File: src/rtl/i2cdp_pkg.sv
package i2cdp_pkg;

  // One-cycle event pulses handed to the neighbouring status logic
  typedef struct packed {
    logic xudf_clr;
    logic xrdy_clr;
    logic rrdy_clr;
    logic rovr_clr;
    logic sbd_set;
    logic ardy_set;
    logic mst_clr;
    logic kick;
    logic overflow;
  } evt_t;

  localparam evt_t EVT_NONE = '0;

endpackage

File: src/rtl/i2cdp_lane_swap.sv
// Reverses the byte lanes of a word when rev is high.
module i2cdp_lane_swap #(
  parameter int BYTE_W = 8,
  parameter int LANES  = 2
) (
  input  logic                      rev,
  input  logic [BYTE_W*LANES-1:0]   din,
  output logic [BYTE_W*LANES-1:0]   dout
);
  for (genvar g = 0; g < LANES; g++) begin : g_lane
    assign dout[g*BYTE_W +: BYTE_W] = rev ? din[(LANES-1-g)*BYTE_W +: BYTE_W]
                                          : din[g*BYTE_W +: BYTE_W];
  end
endmodule

File: src/rtl/i2cdp_ctrl.sv
// Decides which accesses are accepted and registers the event pulses.
module i2cdp_ctrl
  import i2cdp_pkg::*;
#(
  parameter int DEPTH = 4,
  parameter int HALF  = 2,
  parameter int CNT_W = 3
) (
  input  logic             clk,
  input  logic             rst,
  input  logic             master_rx,
  input  logic             host_wr,
  input  logic             host_wr_byte,
  input  logic             host_rd,
  input  logic             seq_pop,
  input  logic             seq_push,
  input  logic [CNT_W-1:0] tx_cnt,
  input  logic [CNT_W-1:0] rx_cnt,
  output logic             wr_word_ok,
  output logic             wr_one_ok,
  output logic             rd_ok,
  output logic             pop_ok,
  output logic             push_ok,
  output evt_t             evt_q
);
  localparam logic [CNT_W-1:0] FULL     = CNT_W'(DEPTH);
  localparam logic [CNT_W-1:0] WORD_LIM = CNT_W'(DEPTH - HALF);

  logic host_busy, wr_ok, drop;
  evt_t evt_n;

  always_comb begin
    host_busy  = host_wr | host_rd;
    wr_word_ok = host_wr & ~host_wr_byte & (tx_cnt <= WORD_LIM);
    wr_one_ok  = host_wr &  host_wr_byte & (tx_cnt <  FULL);
    wr_ok      = wr_word_ok | wr_one_ok;
    rd_ok      = host_rd & ~host_wr;
    pop_ok     = seq_pop  & ~host_busy & (tx_cnt != '0);
    push_ok    = seq_push & ~host_busy & (rx_cnt != FULL);
    drop       = (host_wr & ~wr_ok) | (seq_push & ~host_busy & (rx_cnt == FULL));

    evt_n          = EVT_NONE;
    evt_n.xudf_clr = wr_ok;
    evt_n.xrdy_clr = wr_ok;
    evt_n.rrdy_clr = rd_ok;
    evt_n.rovr_clr = rd_ok;
    evt_n.sbd_set  = rd_ok & (rx_cnt == '0);
    evt_n.ardy_set = rd_ok & master_rx;
    evt_n.mst_clr  = rd_ok & master_rx;
    evt_n.kick     = wr_ok | rd_ok;
    evt_n.overflow = drop;
  end

  always_ff @(posedge clk) begin
    if (rst) evt_q <= EVT_NONE;
    else     evt_q <= evt_n;
  end
endmodule

File: src/rtl/i2cdp_store.sv
// Shared byte store with separate outgoing and incoming occupancy counts.
module i2cdp_store #(
  parameter int BYTE_W = 8,
  parameter int DEPTH  = 4,
  parameter int HALF   = 2,
  parameter int CNT_W  = 3
) (
  input  logic                     clk,
  input  logic                     rst,
  input  logic                     wr_word,
  input  logic                     wr_one,
  input  logic [BYTE_W*HALF-1:0]   word_in,
  input  logic [BYTE_W-1:0]        byte_in,
  input  logic                     rd_take,
  input  logic                     pop_take,
  input  logic                     push_take,
  input  logic [BYTE_W-1:0]        rx_byte,
  output logic [BYTE_W-1:0]        tx_byte_q,
  output logic                     tx_valid_q,
  output logic [BYTE_W*HALF-1:0]   head_word,
  output logic [CNT_W-1:0]         tx_cnt,
  output logic [CNT_W-1:0]         rx_cnt
);
  localparam int BUF_W  = BYTE_W * DEPTH;
  localparam int HOST_W = BYTE_W * HALF;
  localparam logic [CNT_W-1:0] STEP = CNT_W'(HALF);

  logic [BUF_W-1:0]  buf_q, buf_n;
  logic [CNT_W-1:0]  tx_n, rx_n;
  logic [BYTE_W-1:0] pop_byte;

  // oldest outgoing byte sits just below the outgoing count
  always_comb begin
    pop_byte = '0;
    for (int i = 0; i < DEPTH; i++)
      if (CNT_W'(i + 1) == tx_cnt) pop_byte = buf_q[i*BYTE_W +: BYTE_W];
  end

  // lowest received lanes, with lanes not yet filled forced to zero
  always_comb begin
    for (int i = 0; i < HALF; i++)
      head_word[i*BYTE_W +: BYTE_W] = (CNT_W'(i) < rx_cnt) ? buf_q[i*BYTE_W +: BYTE_W] : '0;
  end

  always_comb begin
    buf_n = buf_q;
    tx_n  = tx_cnt;
    rx_n  = rx_cnt;
    if (wr_word) begin
      buf_n = (buf_q << HOST_W) | BUF_W'(word_in);
      tx_n  = tx_cnt + STEP;
    end else if (wr_one) begin
      buf_n = (buf_q << BYTE_W) | BUF_W'(byte_in);
      tx_n  = tx_cnt + CNT_W'(1);
    end else if (rd_take) begin
      buf_n = buf_q >> HOST_W;
      rx_n  = (rx_cnt >= STEP) ? rx_cnt - STEP : '0;
    end else begin
      if (pop_take) tx_n = tx_cnt - CNT_W'(1);
      if (push_take) begin
        for (int i = 0; i < DEPTH; i++)
          if (CNT_W'(i) == rx_cnt) buf_n[i*BYTE_W +: BYTE_W] = rx_byte;
        rx_n = rx_cnt + CNT_W'(1);
      end
    end
  end

  always_ff @(posedge clk) begin
    if (rst) begin
      buf_q      <= '0;
      tx_cnt     <= '0;
      rx_cnt     <= '0;
      tx_byte_q  <= '0;
      tx_valid_q <= 1'b0;
    end else begin
      buf_q      <= buf_n;
      tx_cnt     <= tx_n;
      rx_cnt     <= rx_n;
      tx_valid_q <= pop_take;
      if (pop_take) tx_byte_q <= pop_byte;
    end
  end
endmodule

File: src/rtl/i2cdp_buffer.sv
module i2cdp_buffer
  import i2cdp_pkg::*;
#(
  parameter int BYTE_W = 8,
  parameter int DEPTH  = 4,
  parameter int HALF   = 2,
  parameter int CNT_W  = $clog2(DEPTH + 1),
  parameter int HOST_W = BYTE_W * HALF
) (
  input  logic              clk,
  input  logic              rst,
  input  logic              ctl_swap,
  input  logic              master_rx,
  input  logic              host_wr,
  input  logic              host_wr_byte,
  input  logic [HOST_W-1:0] host_wdata,
  input  logic              host_rd,
  output logic [HOST_W-1:0] host_rdata,
  output logic              host_rvalid,
  input  logic              seq_pop,
  output logic [BYTE_W-1:0] seq_tx_byte,
  output logic              seq_tx_valid,
  input  logic              seq_push,
  input  logic [BYTE_W-1:0] seq_rx_byte,
  output logic [CNT_W-1:0]  tx_count,
  output logic [CNT_W-1:0]  rx_count,
  output logic              ev_xudf_clr,
  output logic              ev_xrdy_clr,
  output logic              ev_rrdy_clr,
  output logic              ev_rovr_clr,
  output logic              ev_sbd_set,
  output logic              ev_ardy_set,
  output logic              ev_mst_clr,
  output logic              ev_kick,
  output logic              ev_overflow
);
  logic wr_word_ok, wr_one_ok, rd_ok, pop_ok, push_ok;
  logic [HOST_W-1:0] word_packed, head_word, head_host;
  evt_t evt;

  i2cdp_ctrl #(.DEPTH(DEPTH), .HALF(HALF), .CNT_W(CNT_W)) u_ctrl (
    .clk(clk), .rst(rst), .master_rx(master_rx),
    .host_wr(host_wr), .host_wr_byte(host_wr_byte), .host_rd(host_rd),
    .seq_pop(seq_pop), .seq_push(seq_push),
    .tx_cnt(tx_count), .rx_cnt(rx_count),
    .wr_word_ok(wr_word_ok), .wr_one_ok(wr_one_ok), .rd_ok(rd_ok),
    .pop_ok(pop_ok), .push_ok(push_ok), .evt_q(evt)
  );

  // write side: the lane sent first must land in the upper store lane
  i2cdp_lane_swap #(.BYTE_W(BYTE_W), .LANES(HALF)) u_wr_swap (
    .rev(~ctl_swap), .din(host_wdata), .dout(word_packed)
  );

  // read side: the earliest byte sits in the lowest store lane
  i2cdp_lane_swap #(.BYTE_W(BYTE_W), .LANES(HALF)) u_rd_swap (
    .rev(ctl_swap), .din(head_word), .dout(head_host)
  );

  i2cdp_store #(.BYTE_W(BYTE_W), .DEPTH(DEPTH), .HALF(HALF), .CNT_W(CNT_W)) u_store (
    .clk(clk), .rst(rst),
    .wr_word(wr_word_ok), .wr_one(wr_one_ok),
    .word_in(word_packed), .byte_in(host_wdata[BYTE_W-1:0]),
    .rd_take(rd_ok), .pop_take(pop_ok), .push_take(push_ok),
    .rx_byte(seq_rx_byte),
    .tx_byte_q(seq_tx_byte), .tx_valid_q(seq_tx_valid),
    .head_word(head_word), .tx_cnt(tx_count), .rx_cnt(rx_count)
  );

  always_ff @(posedge clk) begin
    if (rst) begin
      host_rdata  <= '0;
      host_rvalid <= 1'b0;
    end else begin
      host_rvalid <= rd_ok;
      if (rd_ok) host_rdata <= head_host;
    end
  end

  assign ev_xudf_clr = evt.xudf_clr;
  assign ev_xrdy_clr = evt.xrdy_clr;
  assign ev_rrdy_clr = evt.rrdy_clr;
  assign ev_rovr_clr = evt.rovr_clr;
  assign ev_sbd_set  = evt.sbd_set;
  assign ev_ardy_set = evt.ardy_set;
  assign ev_mst_clr  = evt.mst_clr;
  assign ev_kick     = evt.kick;
  assign ev_overflow = evt.overflow;
endmodule

File: config.mk
export PLATFORM = sky130hd
export DESIGN_NAME = i2cdp_buffer
export DESIGN_NICKNAME = d
export VERILOG_FILES = /design/src/rtl/i2cdp_pkg.sv /design/src/rtl/i2cdp_lane_swap.sv /design/src/rtl/i2cdp_ctrl.sv /design/src/rtl/i2cdp_store.sv /design/src/rtl/i2cdp_buffer.sv
export SDC_FILE = /design/constraint.sdc
export NUM_CORES = 1
export LEC_CHECK = 0
export ABC_AREA = 1
export BUFFER_PORTS_ARGS = -buffer_cell sky130_fd_sc_hd__buf_2
export CAP_MARGIN = 20
export CORE_UTILIZATION = 52
export DETAILED_ROUTE_END_ITERATION = 12
export PLACE_DENSITY = 0.83
export RECOVER_POWER = 25
export SLEW_MARGIN = 40
export SYNTH_ARGS = -nofsm -noshare
export SYNTH_HDL_FRONTEND = slang
export SYNTH_SLANG_ARGS = --single-unit
File: constraint.sdc
create_clock -name clk -period 1.75 [get_ports clk]
set_clock_uncertainty 0.2 [all_clocks]
set_input_delay 0.175 -clock clk [delete_from_list [all_inputs] [get_ports clk]]
set_output_delay 0.175 -clock clk [all_outputs]
set_load 0.005 [all_outputs]
==> results.md, run 1 <==
- ANT cells: 0
- Final hold slack: 0.01274 ns
- P_leak: 2.784 nW
- Area growth, synth to finish: 28.59%
- Pint: approximately 0.003 W
- Synth Register Bits: just under 70
- Gate power share: between 30% and 40%
- Crit. End Element: flip-flop
- Max-cap viol count: 0
- Mapped Cells: ~760
- Maximum buffer depth of the clock tree: 2
- Placer Congestion: 0.9367
- Critical Path AT: slightly below 2 ns
- Peak VDD IR: approximately 0.0005 V
- Dpl hpwl: 10.04 mm
- Fmax: 537.6 MHz
- Initial DRT Pass Iterations: 7
- First-pass GRT wire length: roughly 22 mm
- Placed instance area: ~5000 um2
- Netlist cell types: 33
- Design area: 5746 um2
- IO buf count: 73
- Clock power share: 27.1%
- Number of setup violations in the final report: 37
- Psw: about 0.0019 W
- Failing checks: negative setup slack
- Worst setup path class: flip-flop to flip-flop
- GR Overflow Total: 0
- Clock Sink Count: just under 70
- Mean number of vias per cell: between 5 and 6
- Die Width: around 95 um
- Clock-pin slew on the worst setup and hold paths: roughly 0.08 ns
- Setup crit start kind: flip-flop
- Post-synth EDFFs: 0
- Avg Cell Area, Syn: between 5 and 6 um2
- Final worst setup slack: -0.1101 ns
- Seq/Total Area, Yosys: 30.92%
- Fin crit share: 106.3%
- Root buf cell: clkbuf_8
- CP Cell Sequence: buf_6, inv_1, ha_1, nand2_2, clkinvlp_4, a21oi_1, nand2_1, a21oi_1
- # rows: 33
- Fin nets: roughly 900
- Worst Reg-to-Reg Cells: 8
- CP dominant cell by count: a21oi_1
- Detailed-route wire length per cell: about 15 um
- Sw Share: about two fifths
- Clock Latency Late Sink: about 0.36 ns
- Fillcell total: 692
- Layout cells sized above 1: between 20% and 30%
- Slew HR: 62.44%
- Final Hold Viols: 0
- Ys Warns: 0
- DRT antenna net count: 0
- Initial core utilization: a little over half
- Pwr Density: between 800 and 900 nW/um2
- Most used DFF post-synth: dfxtp_1
- Dpl ws: -0.1347 ns
- Gr usage total: a little under a third
- Status: finished with violations
- DR iter-0 viols: 518
- Crit-path slowest cell: dfxtp_2
- Slew Viols, Final: 0
- Syn Nets: 803
- Sequential share of power: between 30% and 40%
- Vias in the first global route: 4522
- Initial antenna violation count: 0
- Final wirelength: 14.29 mm
- Min Tclk post-route: 1.860 ns
- Crit path max fanout: 8
- Worst hold path type: input pin to flip-flop
- Via count of the routed design: about 5200
- Footprint of the multi-input gates: between 2000 and 3000 um2
- FF/Latch Area: ~1400 um2
- CP peak stage delay: 0.37 ns
- Total power: ~0.005 W
- Num CTS Buffers: 9
- Post-route DRC: 0
- CTS tree: built
- Ports: 74
- WHS Path Cells: 3
- Async SR Flop Fraction: 0%
- Unrepaired setup endpoints after global routing: yes
- Largest net degree at the start of global routing: 33
- Vert. Die Dim: 94.70 um
- Required time of the critical path: approximately 1.8 ns
- Worst-margin pin slew: ~0.56 ns
- Core footprint: roughly 8300 um2
- CTS HTree Levels: 3
- Full die area: approximately 9000 um2
- Synthesized area: 4468 um2
## timing repair
action,4_1_cts,5_1_grt
pin swaps,6,32
endpoints found under the hold margin,2,0
gates cloned,3,2
buffers inserted,2,3
hold buffers,3,0
resized for setup,15,69
setup endpoints to repair,58,47
## cell usage after synthesis, types with 2 or more instances
library cell / n / area (um2)
inv_1: 63 / 236.5
nand4_1: 2 / 12.51
dfxtp_1: 69 / 1381
a21oi_1: 22 / 110.1
buf_1: 3 / 11.26
o21ai_0: 76 / 380.4
nor3_1: 3 / 15.01
nand3_1: 21 / 105.1
nand3_2: 3 / 30.03
nor2_2: 3 / 18.77
a31oi_1: 16 / 100.1
nor2_4: 5 / 56.30
clkbuf_1: 12 / 45.04
nand2_1: 281 / 1055
buf_2: 9 / 45.04
nor2_1: 131 / 491.7
o21ai_1: 3 / 15.01
buf_4: 10 / 75.07
ha_1: 9 / 112.6
inv_2: 2 / 7.510
buf_6: 6 / 67.56
## registers in the layout (all words and copies together) (netlist names)
| register | flops |
|---|---|
| host_rdata | 16 |
| u_store.tx_valid_q | 1 |
| u_store.rx_cnt | 3 |
| u_store.buf_q | 32 |
| u_ctrl.evt_q | 6 |
| u_store.tx_byte_q | 8 |
| u_store.tx_cnt | 3 |
## placed cells by master, fill, tap and decap left out, types with 9 or more instances in the layout
cell type | synthesis | routed
clkbuf_8 | 0 | 9
o21ai_0 | 76 | 70
nand2_2 | 1 | 14
nand3_1 | 21 | 19
inv_1 | 63 | 59
nor2_4 | 5 | 15
nor2_2 | 3 | 11
nor2_1 | 131 | 116
a21oi_1 | 22 | 20
a31oi_1 | 16 | 16
buf_2 | 9 | 73
buf_4 | 10 | 30
dfxtp_1 | 69 | 64
nand2_1 | 281 | 265
## kinds of logic (layout without fill, tap and decap cells)
logic type,Yosys count,after routing,synth area share [%]
AND/OR/NAND/NOR,454,458,41.00
AO/OA/AOI/OAI,118,118,13.72
buffers and inverters,109,208,11.45
flip-flops,69,69,30.92
adder cells (fa/ha/maj),9,9,2.520
XOR/XNOR,2,2,0.3921
## cell type report
| type | instances | share of cell area (%) |
|---|---|---|
| Multi-Input combinational cell | 587 | 49.48 |
| Inverter | 68 | 4.726 |
| Tap cell | 105 | 2.287 |
| Clock inverter | 7 | 1.307 |
| Sequential cell | 69 | 24.19 |
| Timing Repair Buffer | 124 | 15.85 |
| Clock buffer | 9 | 2.156 |
## worst paths after layout
path,start,end,slack (ns)
max,u_store.tx_cnt[1]$_SDFFE_PP0P_,u_store.tx_byte_q[4]$_SDFFE_PP0P_,-0.11
min,rst,u_store.rx_cnt[2]$_SDFFE_PP0P_,0.01
max reg2reg,u_store.tx_cnt[1]$_SDFFE_PP0P_,u_store.tx_byte_q[4]$_SDFFE_PP0P_,-0.11
min reg2reg,u_store.tx_byte_q[4]$_SDFFE_PP0P_,u_store.tx_byte_q[4]$_SDFFE_PP0P_,0.27
## worst max-delay path: cells and delay by family (launching register included)
family          cells  cell delay, ns
buf+inv             3            0.39
simple gates        2            0.26
flops               1            0.37
compound gates      2            0.37
fa+ha+maj           1            0.21
## power groups by stage
stage / clock network [W] / registers, W / logic (W)
final: 0.00134 / 0.00184 / 0.00178
after detailed placement: 0 / 0.00186 / 0.00149
after floorplan: 0 / 0.00185 / 0.000983
after global routing: 0.00138 / 0.00185 / 0.00196
after global placement: 0 / 0.00185 / 0.00146
after CTS: 0.00133 / 0.00182 / 0.00157
## per-layer routing
layer	part of all wire (%)	routed length (um)	track usage, %
met2	45	6445	51.20
met4	3.4	482	9.975
met3	9.9	1416	6.119
met5	0	0	0
met1	42	5944	40.96
## per-stage QoR
stage | TNS, ns | std cells | util (%)
2_1_floorplan | 0 | 761 | -
3_3_place_gp | -1.009 | 940 | 62.05
3_5_place_dp | -3.453 | 940 | 62.05
4_1_cts | -0.9379 | 964 | 66.12
5_1_grt | -4.764 | 969 | 69.58
6_report | -1.463 | 969 | 69.58
(Power assumes the default switching activity.)
==> run 2: changes to the inputs <==
--- a/config.mk
+++ b/config.mk
@@ -9,6 +9,7 @@
 export BUFFER_PORTS_ARGS = -buffer_cell sky130_fd_sc_hd__buf_2
 export CAP_MARGIN = 20
 export CORE_UTILIZATION = 52
+export CTS_BUF_LIST = sky130_fd_sc_hd__clkbuf_16
 export DETAILED_ROUTE_END_ITERATION = 12
 export PLACE_DENSITY = 0.83
 export RECOVER_POWER = 25
==> run 2 against run 1 <==
  * The flow still finishes with violations (negative setup slack)
  * Worst hold slack gained 0.0087 ns
  * Via count down 0.27%
  * Setup slack improved by 0.062 ns
  * Maximum frequency grew 3.4%
  * Count of clock-buffer cells in the layout is the same
  * Die area is the same
  * Sequential power about the same
  * Clock power up 37%
  * Critical path type unchanged
  * Largest cell class unchanged
==> results.md, run 2 (same netlist as run 1, synthesis figures left out) <==
- Status: finished with violations
- Failing checks: negative setup slack
- Slew HR: about two thirds
- Via count of the routed design: ~5200
- Slew Viols, Final: 0
- Worst setup path class: flip-flop to flip-flop
- GR Overflow Total: 0
- Fin nets: between 800 and 900
- Post-Place Cells: 940
- Crit path max fanout: 7
- Footprint of the multi-input gates: approximately 2800 um2
- Commonest non-fill, non-tap cell in the layout: nand2_1
- Root buf cell: clkbuf_16
- Largest regs: u_store.buf_q: 32 flops, host_rdata: 16 flops, u_store.tx_byte_q: 8 flops
- Peak VDD IR: around 0.00046 V
- Vert. Die Dim: roughly 95 um
- CTS HTree Levels: 3
- Initial antenna violation count: 0
- Final wirelength: 14.37 mm
- CP peak stage delay: about 0.35 ns
- Dpl hpwl: about 10 mm
- Commonest cells after routing, fill and taps aside: nand2_1, nor2_1, buf_2
- FF/Latch Area: ~1400 um2
- Area growth, synth to finish: 29.82%
- IO buf count: 73
- Largest net degree at the start of global routing: 33
- Placer Congestion: 0.9367
- Initial core utilization: a little over half
- Gr usage total: 31.82%
- ANT cells: 0
- Pwr Density: around 940 nW/um2
- Layout Cells excl Fill: 966
- Core footprint: around 8300 um2
- CTS tree: built
- Reg-to-reg slack, setup: -0.05 ns
- Detailed-route wire length per cell: about 15 um
- Hold path start: host_wr
- # rows: 33
- DR iter-0 viols: between 500 and 600
- Max reg flops: 32
- Clock-pin slew on the worst setup and hold paths: approximately 0.060 ns
- Reg-to-Reg End: u_store.buf_q[29]$_SDFFE_PP0P_
- Number of setup violations in the final report: 32
- Setup crit start kind: flip-flop
- Clock Latency Late Sink: 0.34 ns
- Clock Sink Count: 69
- Mean number of vias per cell: between 5 and 6
- Maximum buffer depth of the clock tree: 2
- Reg2Reg Launch Point: u_store.tx_cnt[2]$_SDFFE_PP0P_
- Final worst setup slack: -0.04826 ns
- DRT antenna net count: 0
- Critical Path AT: ~1.9 ns
- Die Width: between 90 and 100 um
- Final Hold Viols: 0
- Num CTS Buffers: 9
- CP Cell Sequence: inv_4, ha_4, inv_2, nand2_2, nand3_4, nand3_4, nor2_4, buf_6, nor2_4, nor2_2
- Ports: 74
- Crit-path slowest cell: dfxtp_4
- Largest register by flop count: u_store.buf_q
- Max-cap viol count: 0
- Layout cells sized above 1: 24.16%
- Vias in the first global route: 4585
- Required time of the critical path: about 1.8 ns
- Min Tclk post-route: ~1.8 ns
- Worst-margin pin slew: about 0.53 ns
- First-pass GRT wire length: approximately 22 mm
- Fillcell total: between 700 and 800
- Placed instance area: 5124 um2
- Fin crit share: 102.8%
- Full die area: approximately 9000 um2
- WHS Path Cells: 3
- Unrepaired setup endpoints after global routing: yes
- Fmax: ~560 MHz
- Initial DRT Pass Iterations: 5
- Worst Hold Endpoint: u_ctrl.evt_q[0]$_SDFF_PP0_
- Worst hold path type: input pin to flip-flop
- P_leak: roughly 2.8 nW
- Crit. End Element: flip-flop
- Post-route DRC: 0
- Design area: about 5800 um2
- Worst Reg-to-Reg Cells: 10
-- run 2: changes by cell type in the layout (fill, tap and decap cells not counted), moves of 3 or more --
cell,change
o21ai_1,+8
nor2_4,-3
a21oi_2,+3
o21ai_0,-8
nor2_2,-3
clkbuf_8,-9
a21oi_1,-3
buf_4,-3
nor2_1,+6
clkbuf_16,+9
-- run 2: cell type report --
type	count	share of cell area, %
sequential	69	24.01
tap	105	2.265
clock inverter	7	1.294
timing repair buffer	121	15.34
multi-input combinational	587	48.60
clock buffer	9	3.883
inverter	68	4.616
-- run 2: worst max path at each step --
stage                                   startpoint  slack [ns]  depth (start not counted)                        endpoint
global placement    u_store.tx_cnt[2]$_SDFFE_PP0P_       -0.05                         10  u_store.buf_q[16]$_SDFFE_PP0P_
CTS                 u_store.rx_cnt[0]$_SDFFE_PP0P_       -0.07                          9  u_store.buf_q[18]$_SDFFE_PP0P_
finish              u_store.tx_cnt[2]$_SDFFE_PP0P_       -0.05                         10  u_store.buf_q[29]$_SDFFE_PP0P_
floorplan           u_store.tx_cnt[2]$_SDFFE_PP0P_       0.008                         11  u_store.buf_q[21]$_SDFFE_PP0P_
detailed placement  u_store.tx_cnt[2]$_SDFFE_PP0P_       -0.13                         10  u_store.buf_q[18]$_SDFFE_PP0P_
global route        u_store.tx_cnt[2]$_SDFFE_PP0P_       -0.12                         10  u_store.buf_q[19]$_SDFFE_PP0P_
-- run 2: layer usage --
layer  vias to the layer above  track usage (%)  part of all wire (%)
met5                         -                0                     0
met1                      2313            41.90                    42
met3                        44            6.844                   9.6
met2                       300            50.30                    46
li1                       2567                -                     -
met4                         0            12.88                   2.5
-- run 2: stage by stage --
stage	utilization (%)	setup WS, ns	hold slack (ns)	setup TNS, ns	total power [W]
finish	70.24	-0.04826	0.02140	-0.5511	0.005435
CTS	67.47	-0.06687	0.0004209	-0.8098	0.005248
global placement	62.05	-0.05403	0.1993	-1.009	0.003315
detailed placement	62.05	-0.1347	0.2018	-3.453	0.003348
floorplan	-	0.007750	0.09689	0	0.002834
global route	70.24	-0.1161	0.02434	-3.199	0.005693
-- run 2: worst max-delay path, delay by kind of cell, from the launching register on --
kind                       cells  cell delay (ns)
buffers and inverters          3             0.24
DFF                            1             0.35
and+or+nand+nor                6             0.80
adders and majority gates      1             0.15
-- run 2: what timing repair did --
action	4_1_cts	5_1_grt
endpoints found under the hold margin	2	0
cloned	3	2
resized for setup	20	66
setup buffers	3	1
pin swaps	7	24
endpoints found under the setup margin	58	47
hold buffers	2	0
-- run 2: where the power goes --
group / internal (W) / switching [W] / leakage, nW
clock: 0.00111 / 0.000731 / 0.150
combinational: 0.000662 / 0.00109 / 2.10
sequential: 0.00173 / 0.000106 / 0.571
